## src/rtl/sst_pkg.sv

```systemverilog
package sst_pkg;

    localparam int STATUS_W  = 16;
    localparam int BIT_BUSY  = 6;
    localparam int BIT_BUFV  = 5;
    localparam int BIT_FRM   = 2;
    localparam int BIT_PAR   = 1;
    localparam int BIT_OVR   = 0;
    localparam int N_ERR     = 3;

    // index of each error flag inside the error vector and the clear strobe
    typedef enum int {
        ERR_OVR = 0,
        ERR_PAR = 1,
        ERR_FRM = 2
    } err_idx_e;

    typedef struct packed {
        logic busy;
        logic bufv;
        logic [N_ERR-1:0] err;
    } chan_status_t;

    typedef struct packed {
        logic frm;
        logic par;
        logic ovr;
    } err_evt_t;

    function automatic logic [STATUS_W-1:0] pack_status(chan_status_t s);
        logic [STATUS_W-1:0] w;
        w = '0;
        w[BIT_BUSY] = s.busy;
        w[BIT_BUFV] = s.bufv;
        w[BIT_FRM]  = s.err[ERR_FRM];
        w[BIT_PAR]  = s.err[ERR_PAR];
        w[BIT_OVR]  = s.err[ERR_OVR];
        return w;
    endfunction

    function automatic logic [N_ERR-1:0] evt_to_vec(err_evt_t e);
        logic [N_ERR-1:0] v;
        v[ERR_FRM] = e.frm;
        v[ERR_PAR] = e.par;
        v[ERR_OVR] = e.ovr;
        return v;
    endfunction

endpackage

```

## src/rtl/busy_flag_unit.sv

```systemverilog
module busy_flag_unit (
    input  logic clk,
    input  logic rst,
    input  logic launch,
    input  logic finish,
    input  logic cmd,
    output logic busy
);

    always_ff @(posedge clk) begin
        if (rst)         busy <= 1'b0;
        else if (cmd)    busy <= 1'b0;
        else if (launch) busy <= 1'b1;
        else if (finish) busy <= 1'b0;
    end

    AST_BUSY_CMD_CLEAR: assert property (@(posedge clk) disable iff (rst)
        cmd |=> !busy);
    AST_BUSY_LAUNCH: assert property (@(posedge clk) disable iff (rst)
        (launch && !cmd) |=> busy);
    AST_BUSY_FINISH: assert property (@(posedge clk) disable iff (rst)
        (finish && !launch) |=> !busy);

endmodule

```

## src/rtl/buffer_flag_unit.sv

```systemverilog
module buffer_flag_unit (
    input  logic clk,
    input  logic rst,
    input  logic buf_wr,
    input  logic buf_rd,
    input  logic tx_en,
    input  logic rx_en,
    input  logic xfer_load,
    input  logic rx_store,
    input  logic rx_error,
    input  logic cmd,
    output logic bufv,
    output logic ovr_evt,
    output logic discard
);

    logic set_evt;
    logic clr_evt;

    always_comb begin
        set_evt = (buf_wr & tx_en) | (rx_store & rx_en) | rx_error;
        clr_evt = (xfer_load & tx_en) | (buf_rd & rx_en);
        ovr_evt = bufv & (buf_wr | rx_store);
    end

    always_ff @(posedge clk) begin
        if (rst)          bufv <= 1'b0;
        else if (cmd)     bufv <= 1'b0;
        else if (set_evt) bufv <= 1'b1;
        else if (clr_evt) bufv <= 1'b0;
    end

    always_ff @(posedge clk) begin
        if (rst) discard <= 1'b0;
        else     discard <= ovr_evt;
    end

    AST_BUFV_CMD_CLEAR: assert property (@(posedge clk) disable iff (rst)
        cmd |=> !bufv);
    AST_BUFV_TX_SET: assert property (@(posedge clk) disable iff (rst)
        (buf_wr && tx_en && !cmd) |=> bufv);
    AST_BUFV_RX_READ: assert property (@(posedge clk) disable iff (rst)
        (buf_rd && rx_en && !cmd && !set_evt) |=> !bufv);
    AST_DISCARD_ON_OVR: assert property (@(posedge clk) disable iff (rst)
        (bufv && buf_wr) |=> discard);
    AST_DISCARD_CAUSE: assert property (@(posedge clk) disable iff (rst)
        !(bufv && (buf_wr || rx_store)) |=> !discard);

endmodule

```

## src/rtl/error_flag_unit.sv

```systemverilog
module error_flag_unit #(
    parameter bit HAS_ERR_FLAGS = 1'b1,
    parameter int N_FLAGS       = sst_pkg::N_ERR
) (
    input  logic               clk,
    input  logic               rst,
    input  logic [N_FLAGS-1:0] set_vec,
    input  logic [N_FLAGS-1:0] clr_vec,
    output logic [N_FLAGS-1:0] flags
);

    generate
        if (HAS_ERR_FLAGS) begin : g_flags
            for (genvar i = 0; i < N_FLAGS; i++) begin : g_bit
                always_ff @(posedge clk) begin
                    if (rst)             flags[i] <= 1'b0;
                    else if (set_vec[i]) flags[i] <= 1'b1;
                    else if (clr_vec[i]) flags[i] <= 1'b0;
                end

                AST_ERR_STICKY: assert property (@(posedge clk) disable iff (rst)
                    (flags[i] && !clr_vec[i]) |=> flags[i]);
                AST_ERR_SET_WINS: assert property (@(posedge clk) disable iff (rst)
                    set_vec[i] |=> flags[i]);
            end
        end else begin : g_none
            logic unused_err_inputs;
            assign unused_err_inputs = ^{set_vec, clr_vec, clk, rst};
            assign flags = '0;
        end
    endgenerate

endmodule

```

## src/rtl/chan_status_tracker.sv

```systemverilog
module chan_status_tracker
    import sst_pkg::*;
#(
    parameter bit HAS_ERR_FLAGS = 1'b1
) (
    input  logic                clk,
    input  logic                rst,
    input  logic                buf_wr,
    input  logic                buf_rd,
    input  logic                tx_en,
    input  logic                rx_en,
    input  logic                xfer_load,
    input  logic                xfer_done,
    input  logic                rx_store,
    input  logic                err_frame,
    input  logic                err_parity,
    input  logic [N_ERR-1:0]    err_clr,
    input  logic                cmd_start,
    input  logic                cmd_stop,
    output logic [STATUS_W-1:0] status_word,
    output logic                discard
);

    logic         cmd;
    logic         ovr_evt;
    err_evt_t     evt;
    chan_status_t st;

    assign cmd = cmd_start | cmd_stop;

    busy_flag_unit u_busy (
        .clk    (clk),
        .rst    (rst),
        .launch (xfer_load),
        .finish (xfer_done),
        .cmd    (cmd),
        .busy   (st.busy)
    );

    buffer_flag_unit u_buf (
        .clk       (clk),
        .rst       (rst),
        .buf_wr    (buf_wr),
        .buf_rd    (buf_rd),
        .tx_en     (tx_en),
        .rx_en     (rx_en),
        .xfer_load (xfer_load),
        .rx_store  (rx_store),
        .rx_error  (err_frame | err_parity),
        .cmd       (cmd),
        .bufv      (st.bufv),
        .ovr_evt   (ovr_evt),
        .discard   (discard)
    );

    always_comb begin
        evt.frm = err_frame;
        evt.par = err_parity;
        evt.ovr = ovr_evt;
    end

    error_flag_unit #(
        .HAS_ERR_FLAGS (HAS_ERR_FLAGS),
        .N_FLAGS       (N_ERR)
    ) u_err (
        .clk     (clk),
        .rst     (rst),
        .set_vec (evt_to_vec(evt)),
        .clr_vec (err_clr),
        .flags   (st.err)
    );

    assign status_word = pack_status(st);

    AST_RESERVED_ZERO: assert property (@(posedge clk) disable iff (rst)
        (status_word & ~16'h0067) == 16'h0000);
    AST_NOERR_BITS_ZERO: assert property (@(posedge clk) disable iff (rst)
        HAS_ERR_FLAGS || (status_word[2:0] == 3'b000));
    AST_DISCARD_RAISES_OVR: assert property (@(posedge clk) disable iff (rst)
        (discard && HAS_ERR_FLAGS) |-> status_word[0]);

endmodule

```

## config.mk

```make
export PLATFORM = sky130hd
export DESIGN_NAME = chan_status_tracker
export DESIGN_NICKNAME = d
export VERILOG_FILES = /design/src/rtl/sst_pkg.sv /design/src/rtl/busy_flag_unit.sv /design/src/rtl/buffer_flag_unit.sv /design/src/rtl/error_flag_unit.sv /design/src/rtl/chan_status_tracker.sv
export SDC_FILE = /design/constraint.sdc
export NUM_CORES = 1
export LEC_CHECK = 0
export BUFFER_PORTS_ARGS = -buffer_cell sky130_fd_sc_hd__buf_2
export CORE_AREA = 4 4 41 43
export DETAILED_ROUTE_END_ITERATION = 8
export DIE_AREA = 0 0 45 47
export GPL_ROUTABILITY_DRIVEN = 0
export SLEW_MARGIN = 30
export SYNTH_ARGS = -nofsm -noshare
export SYNTH_HDL_FRONTEND = slang
export SYNTH_HIERARCHICAL = 1
export SYNTH_SLANG_ARGS = --single-unit
```

## constraint.sdc

```tcl
create_clock -name clk -period 0.95 [get_ports clk]
set_clock_uncertainty 0.05 [all_clocks]
set_input_delay 0.0475 -clock clk [delete_from_list [all_inputs] [get_ports clk]]
set_output_delay 0.0475 -clock clk [all_outputs]
set_load 0.05 [all_outputs]
```

==> impl_results.md, run 1 <==
* Status: complete, no violations
* H-tree depth at 1
* Initial antenna violation count at 0
* Clk sinks at 6
* Max-capacitance violation count at 0
* Die W at 45 um
* Final setup vio count at 0
* Leak at 0.250 nW
* Die area at 2120 um2
* Area Overhead vs Synth at 45.8%
* Final hold vios at 0
* Starting DRT DRC Count at 4
* Core footprint at 1300 um2
* # IOs at 33
* Post-synth EDFFs at 0
* Yosys cell types at 14
* Reg clk slew, reported paths at 40 ps
* Critical path data arrival time at 810 ps
* Area contributors post-synth: dfxtp_1 36%, buf_4 25%, a21oi_1 6.1%, nand2b_1 5.7%, o21a_1 4.5%
* Top cell type's share of synthesized area at 0.364
* Largest net degree at the start of global routing at 7
* Initial core utilization at 0.254
* Async set-reset flop share out of synthesis at 0
* Synth Instances at 38
* First-pass GRT wire length at 1010 um
* Final ANT Viol Nets at 0
* Crit-path slowest cell: dfxtp_2
* DRC at 0
* Layout Utilization at 0.370
* Syn Area/Cell at 8.69 um2
* Reg-to-Reg Start: u_busy/busy
* Flops & latches, synth at 6
* Length of the first detailed-routing pass in iterations at 3
* Final period utilization at 0.953
* WL per Instance at 9.29 um
* Storage cell area at 125 um2
* Worst-path fanout max at 2
* RSZ-0062 raised after global routing: false
* Crit path kind: reg2out
* Remaining global-route overflow at 0
* Via count at 302
* Die Y at 47 um
* Worst Setup SP: u_busy/busy
* Layout cells sized above 1 at 0.446
* Worst-skew pair later-pin latency at 240 ps
* Site Rows at 13
* Fmax at 1.10 GHz
* Root Driver: clkbuf_4
* Nets at 83
* Final min period at 906 ps
* Post-synthesis sequential area ratio at 0.364
* Mapped Area at 330 um2
* All-layer global routing usage at 0.0711
* Fin Setup TNS at 0 ps
* Clk buf depth at 2
* Slew Viols, Final at 0
* CTS Buf Count at 3
* Hold WC Path Type: in2reg
* Multi-input logic area at 154 um2
* Filler cell count at 147
* Power Dens Cells at 1490 nW/um2
* Worst Setup End Kind: output pin
* CTS tree: done
* Hold Path Origin: err_clr[1]
* Routed vias/inst at 3.78
* Buffers & Inverters on Critical Path at 1
* Top_reg_cell synth: dfxtp_1
* HPWL after DPL at 614 um
* Antenna diodes at 0
* Maximum VDD drop at 0.575 mV
* Critical path's top delay family: flip-flops
* Yosys warns at 6
* Tot Pwr at 0.719 mW
* Max incr delay on CP at 320 ps
* Crit start category: flop
* Final WL at 743 um
* IO Port Bufs at 21
* Hold Worst Slack at 18.1 ps
* Area leader, netlist: dfxtp_1
* CP Data Required Time at 850 ps
* Worst path cell trace: buf_2
* Number of global-route vias before repair at 278
## final cells by class
type | count | area share
repair buffers | 25 | 0.312
inverters | 3 | 0.0234
clock buffers | 3 | 0.0468
flip-flops and latches | 6 | 0.260
well taps | 15 | 0.0390
multi-input cells | 28 | 0.319
## per-stage QoR
step | instance area [um2] | worst slack [ps] | instances
after global placement | 414 | 13.9 | 73
after global routing | 482 | 5.21 | 80
final | 482 | 44.4 | 80
after floorplan | 373 | -0.370 | 48
after CTS | 477 | 13.0 | 80
after detailed placement | 414 | -31.9 | 73
## power breakdown
| part | leakage, nW | internal [mW] | switching [mW] |
|---|---|---|---|
| Clock | 0.0138 | 0.142 | 0.0854 |
| Sequential | 0.0506 | 0.265 | 0.00509 |
| Combinational | 0.186 | 0.0566 | 0.164 |
## path summary, 6_finish.rpt
path | slack, ps | end | cells past startpoint
max | 40 | status_word[6] | 1
min reg2reg | 420 | u_err/flags[2] | 2
min | 20 | u_err/flags[1] | 3
max reg2reg | 210 | u_busy/busy | 2
## synthesized netlist by cell type (2+ instances only)
cell type,number
buf_4,11
a21oi_1,4
dfxtp_1,6
nand2b_1,3
or2_1,2
o21a_1,2
inv_1,3
## layer usage
layer,part of all wire,vias up,GRT usage
met5,0,-,0
met4,0.0067,0,0.0702
met3,0.20,2,0.0383
met2,0.39,25,0.102
met1,0.40,119,0.0729
li1,-,156,-
## flip-flops by register name, indices dropped and copies added (netlist names)
register / cells
u_err/flags: 3
u_buf/discard: 1
u_busy/busy: 1
u_buf/bufv: 1
## logic make-up (layout without fill, tap and decap cells)
group | count (synthesis) | after routing | synth area share
AOI/OAI and AO/OA | 8 | 8 | 0.159
buffers and inverters | 14 | 31 | 0.284
DFF | 6 | 6 | 0.364
other | 1 | 11 | 0.0114
and+or+nand+nor | 9 | 9 | 0.182
## timing repair
| item | CTS | global route |
|---|---|---|
| setup buffers | 0 | 0 |
| endpoints found under the setup margin | 0 | 2 |
| hold buffers | 4 | 0 |
| gates resized for setup | 0 | 2 |
| endpoints found under the hold margin | 4 | 0 |
## placed cells by master (no fill, tap or decap), types with 2 or more instances in the layout
master	n
nand2b_1	3
clkbuf_4	5
buf_2	19
or2_1	2
dfxtp_2	4
o21a_1	2
dlygate4sd3_1	4
inv_1	3
conb_1	11
a21oi_1	4
dfxtp_1	2
(Power assumes the default switching activity.)
==> run 2, diff against run 1 <==
SYNTH_HIERARCHICAL = default   (was 1)
==> impl_results.md, run 2 <==
* Status: complete, no violations
* Worst-skew pair later-pin latency at 240 ps
* Commonest non-fill, non-tap cell in the layout: buf_2
* Nets at 81
* Area contributors post-synth: dfxtp_1 37%, buf_4 30%, a21oi_1 6.1%, a2111oi_2 4.6%, nor2_1 4.6%
* CP Data Required Time at 1040 ps
* Area leader, netlist: dfxtp_1
* Final WL at 808 um
* Die Y at 47 um
* Post-synth EDFFs at 0
* Slew Viols, Final at 0
* Final min period at 944 ps
* IO Port Bufs at 21
* Leak at 0.259 nW
* Crit start category: input pin
* Fmax at 1.06 GHz
* Power Dens Cells at 1520 nW/um2
* Clk sinks at 6
* Mapped Area at 329 um2
* Tot Pwr at 0.734 mW
* CTS tree: done
* Most frequent cell after synthesis: buf_4
* Top reg by flops: u_err.flags
* Finished Cell Area at 483 um2
* Final setup vio count at 0
* Crit-path slowest cell: dlygate4sd3_1
* Initial antenna violation count at 0
* Remaining global-route overflow at 0
* Root Driver: clkbuf_4
* Top_reg_cell synth: dfxtp_1
* Final Worst Setup Slack at 5.95 ps
* Initial core utilization at 0.253
* Yosys warns at 0
* Synth Instances at 38
* Reg clk slew, reported paths at 40 ps
* Final ANT Viol Nets at 0
* Worst Setup End Kind: flop
* H-tree depth at 1
* Area Overhead vs Synth at 46.8%
* Die area at 2120 um2
* Final period utilization at 0.994
* Hold Worst Slack at 26.0 ps
* Site Rows at 13
* Max-capacitance violation count at 0
* Yosys cell types at 13
* Post-synthesis sequential area ratio at 0.365
* Async set-reset flop share out of synthesis at 0
* Pre-CTS setup slack at 62.2 ps
* Starting DRT DRC Count at 0
* Top cell type's share of synthesized area at 0.365
* Largest net degree at the start of global routing at 7
* Worst path cell trace: dlygate4sd3_1 > buf_2 > a2111oi_4
* Post-CTS repair timing setup buffer count at 0
* Worst-path fanout max at 2
* First-pass GRT wire length at 986 um
* Via count at 298
* # IOs at 33
* Routed vias/inst at 3.82
* Flops & latches, synth at 6
* Clk buf depth at 2
* Max FFs per register at 3
* Post-synth top cells: 13 x buf_4, 6 x dfxtp_1, 4 x a21oi_1, 4 x nor2_1, 3 x inv_1
* Most frequent cells in the layout: 17 x buf_2, 11 x conb_1, 6 x clkbuf_4, 6 x dfxtp_1
* Critical path data arrival time at 1030 ps
* WL per Instance at 10.4 um
* HPWL after DPL at 609 um
* Placed Area at 393 um2
* Maximum VDD drop at 0.525 mV
* Syn Area/Cell at 8.66 um2
* Number of global-route vias before repair at 236
* Crit path kind: in2reg
* All-layer global routing usage at 0.0696
* Die W at 45 um
* CTS Buf Count at 3
* Layout cells sized above 1 at 0.429
* Antenna diodes at 0
* Max incr delay on CP at 530 ps
* Final hold vios at 0
* Core footprint at 1300 um2
* Length of the first detailed-routing pass in iterations at 1
* Fin Setup TNS at 0 ps
* Hold WC Path Type: in2reg
* DRC at 0
## run 2: changes by cell type after synthesis, sizes merged, moves of 2 or more
cell / previous run / this run
buf: 11 / 13
nand2b: 3 / 0
nor2: 1 / 4
nor2b: 2 / 0
o21a: 2 / 0
or2: 2 / 0
## run 2: final timing paths
| check | startpoint | endpoint | slack (ps) | depth (start not counted) |
|---|---|---|---|---|
| worst min register to register | u_err.flags[0] | u_err.flags[0] | 400 | 1 |
| worst min-delay path | rst | u_buf.bufv | 30 | 2 |
| worst max-delay path | cmd_stop | u_buf.bufv | 6 | 3 |
| worst max register to register | u_buf.bufv | u_buf.bufv | 6 | 2 |
## run 2: cell type report
cell class	count	area [um2]
inverters	3	11.3
multi-input cells	26	155
clock buffers	3	22.5
repair buffers	25	155
flip-flops and latches	6	120
well taps	15	18.8
fillers	146	818
## run 2: repair_timing
item                       4_1_cts  5_1_grt
hold endpoints to repair         4        0
hold buffers                     4        0
resized for setup                1        5
pin swaps                        0        0
cloned                           0        0
setup endpoints to repair        1        5
## run 2: critical path: cells and delay by family
kind / cells / cell delay (ps)
compound gates: 1 / 310
buf+inv: 2 / 680
## run 2: cell families (layout without fill, tap and decap cells)
kind of cell	Yosys count	in the layout	synth area share
buffers and inverters	16	31	0.331
other	1	11	0.0114
AO/OA/AOI/OAI	8	8	0.194
AND/OR/NAND/NOR	7	7	0.0989
flip-flops	6	6	0.365
## run 2: metrics by stage
step / instances / utilization
after CTS: 78 / 0.352
after detailed placement: 71 / 0.302
after global routing: 78 / 0.371
final: 78 / 0.371
after global placement: 71 / 0.302
after floorplan: 48 / -
## run 2: where the power goes
| group | total, mW | leakage (nW) | switching, mW | internal [mW] |
|---|---|---|---|---|
| registers | 0.269 | 0.0493 | 0.00500 | 0.264 |
| clock network | 0.232 | 0.0138 | 0.0888 | 0.143 |
| logic | 0.234 | 0.196 | 0.174 | 0.0600 |
| total | 0.734 | 0.259 | 0.267 | 0.466 |
## run 2: per-layer routing
metal | wire length, um | part of all wire | vias to the layer above | global-route usage
li1 | - | - | 153 | -
met1 | 299 | 0.37 | 126 | 0.0753
met2 | 404 | 0.50 | 19 | 0.102
met3 | 105 | 0.13 | 0 | 0.0498
met4 | 0 | 0 | 0 | 0.0351
met5 | 0 | 0 | - | 0
==> run 3, diff against run 2 <==
PLACE_DENSITY = 0.6   (was default)
SKIP_CTS_REPAIR_TIMING = 1   (was default)
==> impl_results.md, run 3 (synthesized netlist as in run 2, its figures left out) <==
* Clk buf depth at 2
* Leak at 0.249 nW
* Final hold vios at 2
* Register share of total power at 0.373
* HPWL after DPL at 609 um
* Top reg by flops: u_err.flags
* Antenna diodes at 0
* Final min period at 924 ps
* Max FFs per register at 3
* Cell Int Power at 0.459 mW
* Maximum VDD drop at 0.525 mV
* Critical path data arrival time at 1010 ps
* Worst hold path depth at 3
* Final WL at 703 um
* All-layer global routing usage at 0.0696
* Die W at 45 um
* Worst Setup SP: cmd_stop
* Max-capacitance violation count at 0
* Site Rows at 13
* Final ANT Viol Nets at 0
* H-tree depth at 1
* Reg-to-reg endpoint: u_buf.bufv
* Remaining global-route overflow at 0
* CP Data Required Time at 1040 ps
* Final setup vio count at 0
* Most frequent cells in the layout: 17 x buf_2, 11 x conb_1, 6 x clkbuf_4, 6 x dfxtp_1
* IO Port Bufs at 21
* DRC at 0
* Worst Setup End Kind: flop
* Hold Worst Slack at -7.63 ps
* Core footprint at 1300 um2
* Worst-path fanout max at 2
* Hold WC Path Type: in2reg
* Via count at 288
* Crit path kind: in2reg
* Root Driver: clkbuf_4
* Commonest non-fill, non-tap cell in the layout: buf_2
* Die area at 2120 um2
* Clk sinks at 6
* Worst-skew pair later-pin latency at 240 ps
* WL per Instance at 9.25 um
* Hold Path Origin: err_parity
* Critical path endpoint: u_buf.bufv
* Initial core utilization at 0.253
* Combinational share of power at 0.306
* Routed vias/inst at 3.79
* Number of global-route vias before repair at 232
* Starting DRT DRC Count at 2
* Reg clk slew, reported paths at 40 ps
* Worst reg2reg path depth at 2
* Length of the first detailed-routing pass in iterations at 4
* Nets at 79
* Fin Setup TNS at 0 ps
* CTS tree: done
* Worst R2R Setup Slack at 60 ps
* Area Overhead vs Synth at 36.9%
* Largest net degree at the start of global routing at 7
* Slew Viols, Final at 0
* Layout cells sized above 1 at 0.443
* Layout Utilization at 0.346
* Power Dens Cells at 1600 nW/um2
* Switching power share of the total at 0.362
* Clock share of power at 0.321
* Failing checks: hold timing
* Placed Area at 393 um2
* Crit start category: input pin
* First-pass GRT wire length at 993 um
* Tot Pwr at 0.719 mW
* Die Y at 47 um
* Reg-to-Reg Start: u_buf.bufv
* Filler cell count at 151
* Finished Cell Area at 450 um2
* Status: finished, violations left
* Initial antenna violation count at 0
* CTS Buf Count at 3
* Psw at 0.261 mW
* # IOs at 33
* Fmax at 1.08 GHz
* Final period utilization at 0.972
-- run 3: per-stage QoR --
step	worst slack, ps	std cells
after CTS	-16.7	74
after detailed placement	62.2	71
after global routing	-1.38	76
after global placement	71.4	71
final	26.2	76
after floorplan	28.7	48
-- run 3: worst min path at each step --
stage / end / slack [ps]
floorplan: u_buf.bufv / 70
global placement: u_buf.bufv / 200
detailed placement: u_buf.bufv / 200
CTS: u_buf.bufv / -60
global route: u_err.flags[2] / 10
finish: u_err.flags[1] / -8
-- run 3: power by group through the flow --
stage	Clock [mW]	Combinational (mW)	Sequential [mW]
final	0.231	0.220	0.268
after detailed placement	0	0.209	0.273
after floorplan	0	0.167	0.300
after global routing	0.259	0.233	0.270
after global placement	0	0.208	0.273
after CTS	0.244	0.209	0.268
-- run 3: critical path: stages --
cell and delay (ps):
dlygate4sd3_1 530, buf_2 130, a2111oi_2 300
-- run 3: per-layer routing --
metal,vias to the layer above,wire length [um],track usage
met5,-,0,0
met4,0,0,0.0351
met3,0,106,0.0498
met2,19,308,0.0989
met1,118,288,0.0776
li1,151,-,-
-- run 3: final cells by class --
| type | count | area [um2] | share of cell area |
|---|---|---|---|
| multi-input combinational | 26 | 143 | 0.317 |
| tap | 15 | 18.8 | 0.0417 |
| inverter | 3 | 11.3 | 0.0250 |
| timing repair buffer | 23 | 135 | 0.300 |
| sequential | 6 | 120 | 0.267 |
| clock buffer | 3 | 22.5 | 0.0500 |
